**src/rtl/xlate_pkg.sv**
```systemverilog
package xlate_pkg;

   // Which half of a table entry an I/O write cycle targets
   typedef enum logic [1:0] {
      HALF_NONE = 2'd0,
      HALF_LO   = 2'd1,
      HALF_HI   = 2'd2
   } half_e;

endpackage

```
**src/rtl/xlate_port_decode.sv**
```systemverilog
module xlate_port_decode
   import xlate_pkg::*;
#(
   parameter int unsigned              SEL_W     = 4,
   parameter int unsigned              PORT_W    = 8,
   parameter logic [PORT_W-1:0]        PORT_BASE = 8'h60
) (
   input  logic              clk,
   input  logic              rst_n,
   input  logic              io_req,
   input  logic              wr_req,
   input  logic [PORT_W-1:0] port,
   input  logic [SEL_W-1:0]  sel_in,
   output logic              wr_lo,
   output logic              wr_hi,
   output logic [SEL_W-1:0]  wr_idx
);

   localparam logic [PORT_W-1:0] PORT_LO = PORT_BASE;
   localparam logic [PORT_W-1:0] PORT_HI = PORT_W'(PORT_BASE + 1'b1);

   if (PORT_BASE == {PORT_W{1'b1}}) begin : g_bad_base
      $error("xlate_port_decode: PORT_BASE leaves no room for the upper-half port");
   end

   half_e half;
   logic  cycle_ok;

   assign cycle_ok = rst_n & io_req & wr_req;

   always_comb begin
      half = HALF_NONE;
      if (cycle_ok) begin
         if (port == PORT_LO)      half = HALF_LO;
         else if (port == PORT_HI) half = HALF_HI;
      end
   end

   assign wr_lo  = (half == HALF_LO);
   assign wr_hi  = (half == HALF_HI);
   assign wr_idx = sel_in;

   // an unqualified cycle must never raise a write enable
   assert_blocked_R7: assert property (@(posedge clk)
      (!io_req || !wr_req || !rst_n) |-> (!wr_lo && !wr_hi));

endmodule

```
**src/rtl/xlate_frame_table.sv**
```systemverilog
module xlate_frame_table #(
   parameter int unsigned SEL_W   = 4,
   parameter int unsigned FRAME_W = 12,
   parameter int unsigned DATA_W  = 8,
   parameter bit          INVERT  = 1'b1
) (
   input  logic               clk,
   input  logic               rst_n,
   input  logic               wr_lo,
   input  logic               wr_hi,
   input  logic [SEL_W-1:0]   wr_idx,
   input  logic [DATA_W-1:0]  wr_data,
   input  logic [SEL_W-1:0]   rd_idx,
   output logic [FRAME_W-1:0] rd_frame
);

   localparam int unsigned ENTRIES = 1 << SEL_W;
   localparam int unsigned LO_W    = DATA_W;
   localparam int unsigned HI_W    = FRAME_W - DATA_W;

   if (FRAME_W <= DATA_W || FRAME_W > 2 * DATA_W) begin : g_bad_width
      $error("xlate_frame_table: FRAME_W must need exactly two data writes");
   end

   logic [LO_W-1:0] lo_q [ENTRIES];
   logic [HI_W-1:0] hi_q [ENTRIES];

   for (genvar e = 0; e < ENTRIES; e++) begin : g_entry
      always_ff @(posedge clk) begin
         if (wr_lo && (wr_idx == SEL_W'(e))) lo_q[e] <= wr_data;
         if (wr_hi && (wr_idx == SEL_W'(e))) hi_q[e] <= wr_data[HI_W-1:0];
      end
   end

   logic [FRAME_W-1:0] raw;
   assign raw = {hi_q[rd_idx], lo_q[rd_idx]};

   if (INVERT) begin : g_inv
      assign rd_frame = ~raw;
   end else begin : g_true
      assign rd_frame = raw;
   end

   // low-half write stores the data byte at the addressed entry
   assert_lo_load_R3: assert property (@(posedge clk) disable iff (!rst_n)
      wr_lo |=> (lo_q[$past(wr_idx)] == $past(wr_data)));

   // upper-half write stores only the low data bits
   assert_hi_load_R4: assert property (@(posedge clk) disable iff (!rst_n)
      wr_hi |=> (hi_q[$past(wr_idx)] == $past(wr_data[HI_W-1:0])));

   // an upper-half write leaves the lower half of that entry alone
   assert_lo_kept_R5: assert property (@(posedge clk) disable iff (!rst_n)
      wr_hi |=> (lo_q[$past(wr_idx)] == $past(lo_q[wr_idx])));

endmodule

```
**src/rtl/page_xlate.sv**
```systemverilog
module page_xlate #(
   parameter int unsigned       LOG_W     = 16,
   parameter int unsigned       SEL_W     = 4,
   parameter int unsigned       FRAME_W   = 12,
   parameter int unsigned       DATA_W    = 8,
   parameter int unsigned       PORT_W    = 8,
   parameter logic [PORT_W-1:0] PORT_BASE = 8'h60,
   parameter bit                INVERT    = 1'b1
) (
   input  logic                               clk,
   input  logic                               rst_n,
   input  logic [LOG_W-1:0]                   cpu_addr,
   input  logic [DATA_W-1:0]                  cpu_data,
   input  logic                               io_req,
   input  logic                               wr_req,
   output logic [FRAME_W+LOG_W-SEL_W-1:0]     phys_addr
);

   localparam int unsigned OFS_W = LOG_W - SEL_W;

   if (PORT_W > LOG_W - SEL_W) begin : g_bad_port
      $error("page_xlate: port number overlaps the entry index bits");
   end

   logic              wr_lo;
   logic              wr_hi;
   logic [SEL_W-1:0]  wr_idx;
   logic [SEL_W-1:0]  page;
   logic [FRAME_W-1:0] frame;

   assign page = cpu_addr[LOG_W-1 -: SEL_W];

   xlate_port_decode #(
      .SEL_W     (SEL_W),
      .PORT_W    (PORT_W),
      .PORT_BASE (PORT_BASE)
   ) u_decode (
      .clk    (clk),
      .rst_n  (rst_n),
      .io_req (io_req),
      .wr_req (wr_req),
      .port   (cpu_addr[PORT_W-1:0]),
      .sel_in (page),
      .wr_lo  (wr_lo),
      .wr_hi  (wr_hi),
      .wr_idx (wr_idx)
   );

   xlate_frame_table #(
      .SEL_W   (SEL_W),
      .FRAME_W (FRAME_W),
      .DATA_W  (DATA_W),
      .INVERT  (INVERT)
   ) u_table (
      .clk      (clk),
      .rst_n    (rst_n),
      .wr_lo    (wr_lo),
      .wr_hi    (wr_hi),
      .wr_idx   (wr_idx),
      .wr_data  (cpu_data),
      .rd_idx   (page),
      .rd_frame (frame)
   );

   assign phys_addr = {frame, cpu_addr[OFS_W-1:0]};

   // a low-half write to the page now addressed is visible at once
   assert_visible_R8: assert property (@(posedge clk) disable iff (!rst_n)
      (wr_lo ##1 (page == $past(wr_idx))) |->
         (phys_addr[OFS_W +: DATA_W] ==
          (INVERT ? ~$past(cpu_data) : $past(cpu_data))));

   // with no write and a steady address the output holds
   assert_hold_R1: assert property (@(posedge clk) disable iff (!rst_n)
      ($past(!wr_lo && !wr_hi) && $stable(cpu_addr)) |-> $stable(phys_addr));

endmodule

```
**config.mk**
```make
export PLATFORM = sky130hd
export DESIGN_NAME = page_xlate
export DESIGN_NICKNAME = d
export VERILOG_FILES = /design/src/rtl/xlate_pkg.sv /design/src/rtl/xlate_port_decode.sv /design/src/rtl/xlate_frame_table.sv /design/src/rtl/page_xlate.sv
export SDC_FILE = /design/constraint.sdc
export NUM_CORES = 1
export LEC_CHECK = 0
export BUFFER_PORTS_ARGS = -buffer_cell sky130_fd_sc_hd__buf_4
export CAP_MARGIN = 20
export CORE_MARGIN = 3
export CORE_UTILIZATION = 25
export CTS_CLUSTER_DIAMETER = 150
export CTS_CLUSTER_SIZE = 40
export DETAILED_ROUTE_END_ITERATION = 10
export GPL_TIMING_DRIVEN = 1
export REMOVE_ABC_BUFFERS = 1
export SLEW_MARGIN = 15
export SYNTH_ARGS = -nofsm -noshare
export SYNTH_HDL_FRONTEND = slang
export SYNTH_SLANG_ARGS = --single-unit
```
**constraint.sdc**
```tcl
create_clock -name clk -period 1.7 [get_ports clk]
set_input_delay 0 -clock clk [delete_from_list [all_inputs] [get_ports clk]]
set_output_delay 0 -clock clk [all_outputs]
set_load 0.02 [all_outputs]
```
After elaboration in Yosys (flattened, before gate mapping)
Memory sizes are Yosys's and may differ from the RTL's.
Index checks and enable logic that the tools add are counted.
{ "op_classes": {"eq_ne": 19, "mux": 157, "n_bitwise": 3, "reduce_logical": 63} }
{ "op_table": {"columns": ["operator", "n"], "rows": [
  ["4-bit 2-to-1 mux", 45],
  ["8-bit 2-to-1 mux", 15],
  ["8-bit OR reduction", 15],
  ["1-bit 2-to-1 mux", 94],
  ["4-bit OR reduction", 15],
  ["4-bit equality test (second input constant)", 8],
  ["1-bit logical AND", 32],
  ["4-bit by 3-bit equality test with 1-bit output (second input constant)", 4],
  ["8-bit by 7-bit equality test with 1-bit output (second input constant)", 2],
  ["12-bit inverter", 1],
  ["4-bit by 2-bit equality test with 1-bit output (second input constant)", 2],
  ["2-bit 2-to-1 mux", 3],
  ["4-bit by 1-bit equality test with 1-bit output (second input constant)", 1],
  ["4-bit zero test", 1],
  ["1-bit AND", 2],
  ["2-bit by 1-bit equality test with 1-bit output (second input constant)", 1],
  ["2-bit equality test (second input constant)", 1]
]} }
{ "totals": {"register_bits": 0, "ramBits": 192, "word_cells": 244, "memories": 2} }
{ "memory_table": {"columns": ["name", "depth", "width", "rd", "rd_ports_with_merged_regs", "wr", "line_no", "text"], "rows": [
  ["u_table.lo_q", 16, 8, 1, 0, 1, "xlate_frame_table.sv:25", "logic [LO_W-1:0] lo_q [ENTRIES];"],
  ["u_table.hi_q", 16, 4, 1, 0, 1, "xlate_frame_table.sv:26", "logic [HI_W-1:0] hi_q [ENTRIES];"]
]} }

Depth between registers and ports, before layout
{ "depth": {"ltp_word": 24, "mapped_depth": 5, "mapped_depth_nobuf": 3} }

By module
Synthesis repeated with hierarchy kept, for this count alone.
{ "unflattened": {"hier_cells": 366, "hier_area_um2": 7689.9} }
{ "by_module_without_submodules": {"columns": ["mod", "n_inst", "cells_each", "area_per_inst_um2", "seq_area_each_um2"], "rows": [
  ["xlate_frame_table", 1, 343, 7508.5, 5765.5],
  ["xlate_port_decode", 1, 11, 91.3, 0.0],
  ["page_xlate", 1, 12, 90.1, 0.0]
]} }

Least setup slack after synthesis
No wires, ideal clock.
{ "synth_path": {"path_type": "input to register", "startpoint": "input cpu_addr[13]", "endpoint": "memory u_table.lo_q[10][0] (netlist name) (enable)", "setup_ps": 370, "arrival_ps": 1177, "t_required_ps": 1330, "setup_slack_ps": 153, "path_stages": 4, "n_path_buf": 2, "path_cell_list": "buf_2 -> clkbuf_1 -> nand4b_1 -> nor2_1"} }
{ "synth_via": {"elab_chain_len": 20} }
{ "synth_lines": {"columns": ["item", "line_no", "text"], "rows": [
  ["start: declaration", "page_xlate.sv:12", "input logic [LOG_W-1:0] cpu_addr,"],
  ["4-bit by 1-bit equality test with 1-bit output", "xlate_frame_table.sv:30", "if (wr_lo && (wr_idx == SEL_W'(e))) lo_q[e] <= wr_data;"],
  ["1-bit logical AND", "xlate_frame_table.sv:30", null],
  ["1-bit 2-to-1 mux", "xlate_frame_table.sv:30", null],
  ["1-bit 2-to-1 mux (implied by the code)", "xlate_frame_table.sv:30", null],
  ["8-bit OR reduction (no line)", null, null],
  ["4-bit 2-to-1 mux (no line) / 1-bit 2-to-1 mux (equally long branches) (15 in a row)", null, null],
  ["end: declaration", "xlate_frame_table.sv:25", null]
]} }
Several ways; a longest one is shown, not always the timed one.

Worst setup path in the final report
{ "layout_path": {"startpoint": "memory u_table.hi_q[0][1] (netlist name)", "endpoint": "output phys_addr[21]"} }
{ "layout_via": {"elab_chain_len": 2} }
{ "layout_lines": {"columns": ["item", "line_no", "text"], "rows": [
  ["start: declaration", "xlate_frame_table.sv:26", null],
  ["memory 16 x 4 bit", null, null],
  ["12-bit inverter", "xlate_frame_table.sv:39", "assign rd_frame = ~raw;"],
  ["end: declaration", "page_xlate.sv:16", "output logic [FRAME_W+LOG_W-SEL_W-1:0] phys_addr"]
]} }
Every way passes these cells.

==> results.yml <==
detailed_routing:
  post_drt_wl_per_cell_um: 17.85
  route.detailed.drc: 0
  vias: 3645
  ant_nets: 0
  viasPerCell: 4.365
  first_iter_violations: 317
  wl_mm: 14.91
  dr.pass1.iters: 5
floorplanning:
  die_w_um: 179.9
  ios: 52
  die_area_um2: 32350
  die_h_um: 179.9
  core-area_um2: 29720
  std_cell_rows: 63
  initial_utilization_pct: 25.43
sta:
  grt_setup_unrepaired: "true"
  worstMarginPinSlew_ns: 0.9689
  drv_slew: 0
  slew_headroom_pct: 35.27
  setup_viol: 12
  period_share_pct: 109.3
  finalWorstSetupSlack_ns: -0.1582
  whs_ns: 0.0001325
  hold_viol_final: 0
  min_period_ns: 1.858
  fmax_mhz: 538.2
clock_network:
  max-clock-path-buffers: 2
  cts_tree: "built"
  cts_root_buf: "clkbuf_16"
  cts_inserted_buffers: 17
  clock_sinks: 192
  post_cts_buffers: 0
  cts_max_level: 4
  path_clk_slew_ns: 0.07
global_routing:
  grt_usage_pct: 9.416
  grt_pass1_vias: 3986
  antenna_found_initial: 0
  grt_max_degree: 33
  grt_pass1_wl_mm: 23.56
  grt.overflow.total: 0
synth:
  synth_area_um2: 7557
  syn-mean-instance-area_um2: 20.99
  syn_inst: 360
  yosysWarnings: 0
  ys_ff_latch: 192
  yosysTopAreaCellShare_pct: 76.29
  synth.distinct_cells: 20
  yosys-top-cells-area: "edfxtp_1, mux4_2, a22o_1"
  yosysSeqAreaShare_pct: 76.29
  synth_area_leader_cell: "edfxtp_1"
finish:
  final_core_util_pct: 30.73
  fillers: 2821
  final_cell_mix: "edfxtp_1, buf_4, mux4_2"
  fin_nets: 460
  drive_above_1_share_pct: 36.40
  final_common_cell: "edfxtp_1"
  area_growth_syn_to_layout_pct: 20.84
  antenna_cells: 0
  stdcell_area_um2: 9133
power:
  finalPower_uw: 9472
  power_density_nw_per_um2: 1037
  ir_drop_uv: 610.7
  p_leak_uw: 0.002877
placement:
  io_buffers: 43
  gp_congestion: 0.7325
  place_area_um2: 8468
  post-place-ws_ns: 0.002388
  hpwl_mm: 10.31
critical_path:
  required_ns: 1.70
  crit_arrival_ns: 1.86
  crit_type: "flip-flop to primary output"
  cp_max_fo: 1
  worstSetupStartpointType: "flip-flop"
  setup.worst_path.end_class: "primary output"
status:
  outcome: "complete, but fails checks"
  violations: "negative setup slack"
worst_hold_path:
  hold_class: "input port to primary output"
  holdPathStages: 0
run:
  cap_violations: 0
-- critical path, stage by stage (launching register included) --
cell,delay [ns]
edfxtp_1,0.40
mux4_2,0.51
a22o_1,0.28
nor2_1,0.11
buf_4,0.15
-- where the power goes --
group          internal (µW)  total (µW)  switching, µW
sequential              5200        5200         0.0601
combinational            278         593            315
clock                   1920        3680           1760
total                   7400        9470           2080
-- Yosys cell counts --
master       n
mux4_2      48
and4_1       1
nand2_1      6
nand4b_1     2
nand4bb_1    1
nor3b_1      1
nand4_1      1
nor4_1       1
buf_8        1
nand3_1      2
edfxtp_1   192
clkbuf_1    10
nor2b_1      4
nor4b_1      1
and2_1       1
a22o_1      24
buf_2        2
nor2_1      46
buf_4       12
buf_6        4
-- timing repair --
item                       4_1_cts  5_1_grt
pin swaps                        8        0
resized for setup               14        2
setup endpoints to repair       12       12
hold endpoints to repair        94        0
hold buffers                     6        0
gates cloned                     0        0
-- state kept, by name, summed over array words and instances (netlist names) --
register and flops:
u_table.hi_q 64, u_table.lo_q 128
-- metrics by stage --
stage / setup TNS (ns) / std cells
floorplan: 0 / 331
global placement: 0 / 797
detailed placement: 0 / 797
CTS: -1.597 / 835
global route: -2.008 / 835
finish: -1.238 / 835
-- cell type report --
class,instances,area (µm²),share of cell area (%)
multi-input combinational,139,1622,17.76
timing repair buffer,82,706.9,7.741
clock buffer,17,425.4,4.658
tap,390,488.0,5.343
clock inverter,15,125.1,1.370
sequential,192,5766,63.13
-- cell families (layout without fill, tap and decap cells) --
group           Yosys count  in the layout  share of synthesized area [%]
flops                   192            192                          76.29
simple gates             67             67                          4.007
mux                      48             48                          14.30
buf+inv                  29            114                          2.616
compound gates           24             24                          2.781
-- path summary, 6_finish.rpt --
kind	slack, ns	startpoint	to
worst min-delay path	0.0001	cpu_addr[8]	phys_addr[8]
worst max-delay path	-0.16	u_table.hi_q[0][1]	phys_addr[21]
-- per-layer routing --
layer	track usage (%)	wire, µm
met5	0	0
met4	3.868	308
met3	1.659	530
met2	17.09	8132
met1	10.99	5936
Note: power is estimated with default switching activity, not from simulation.
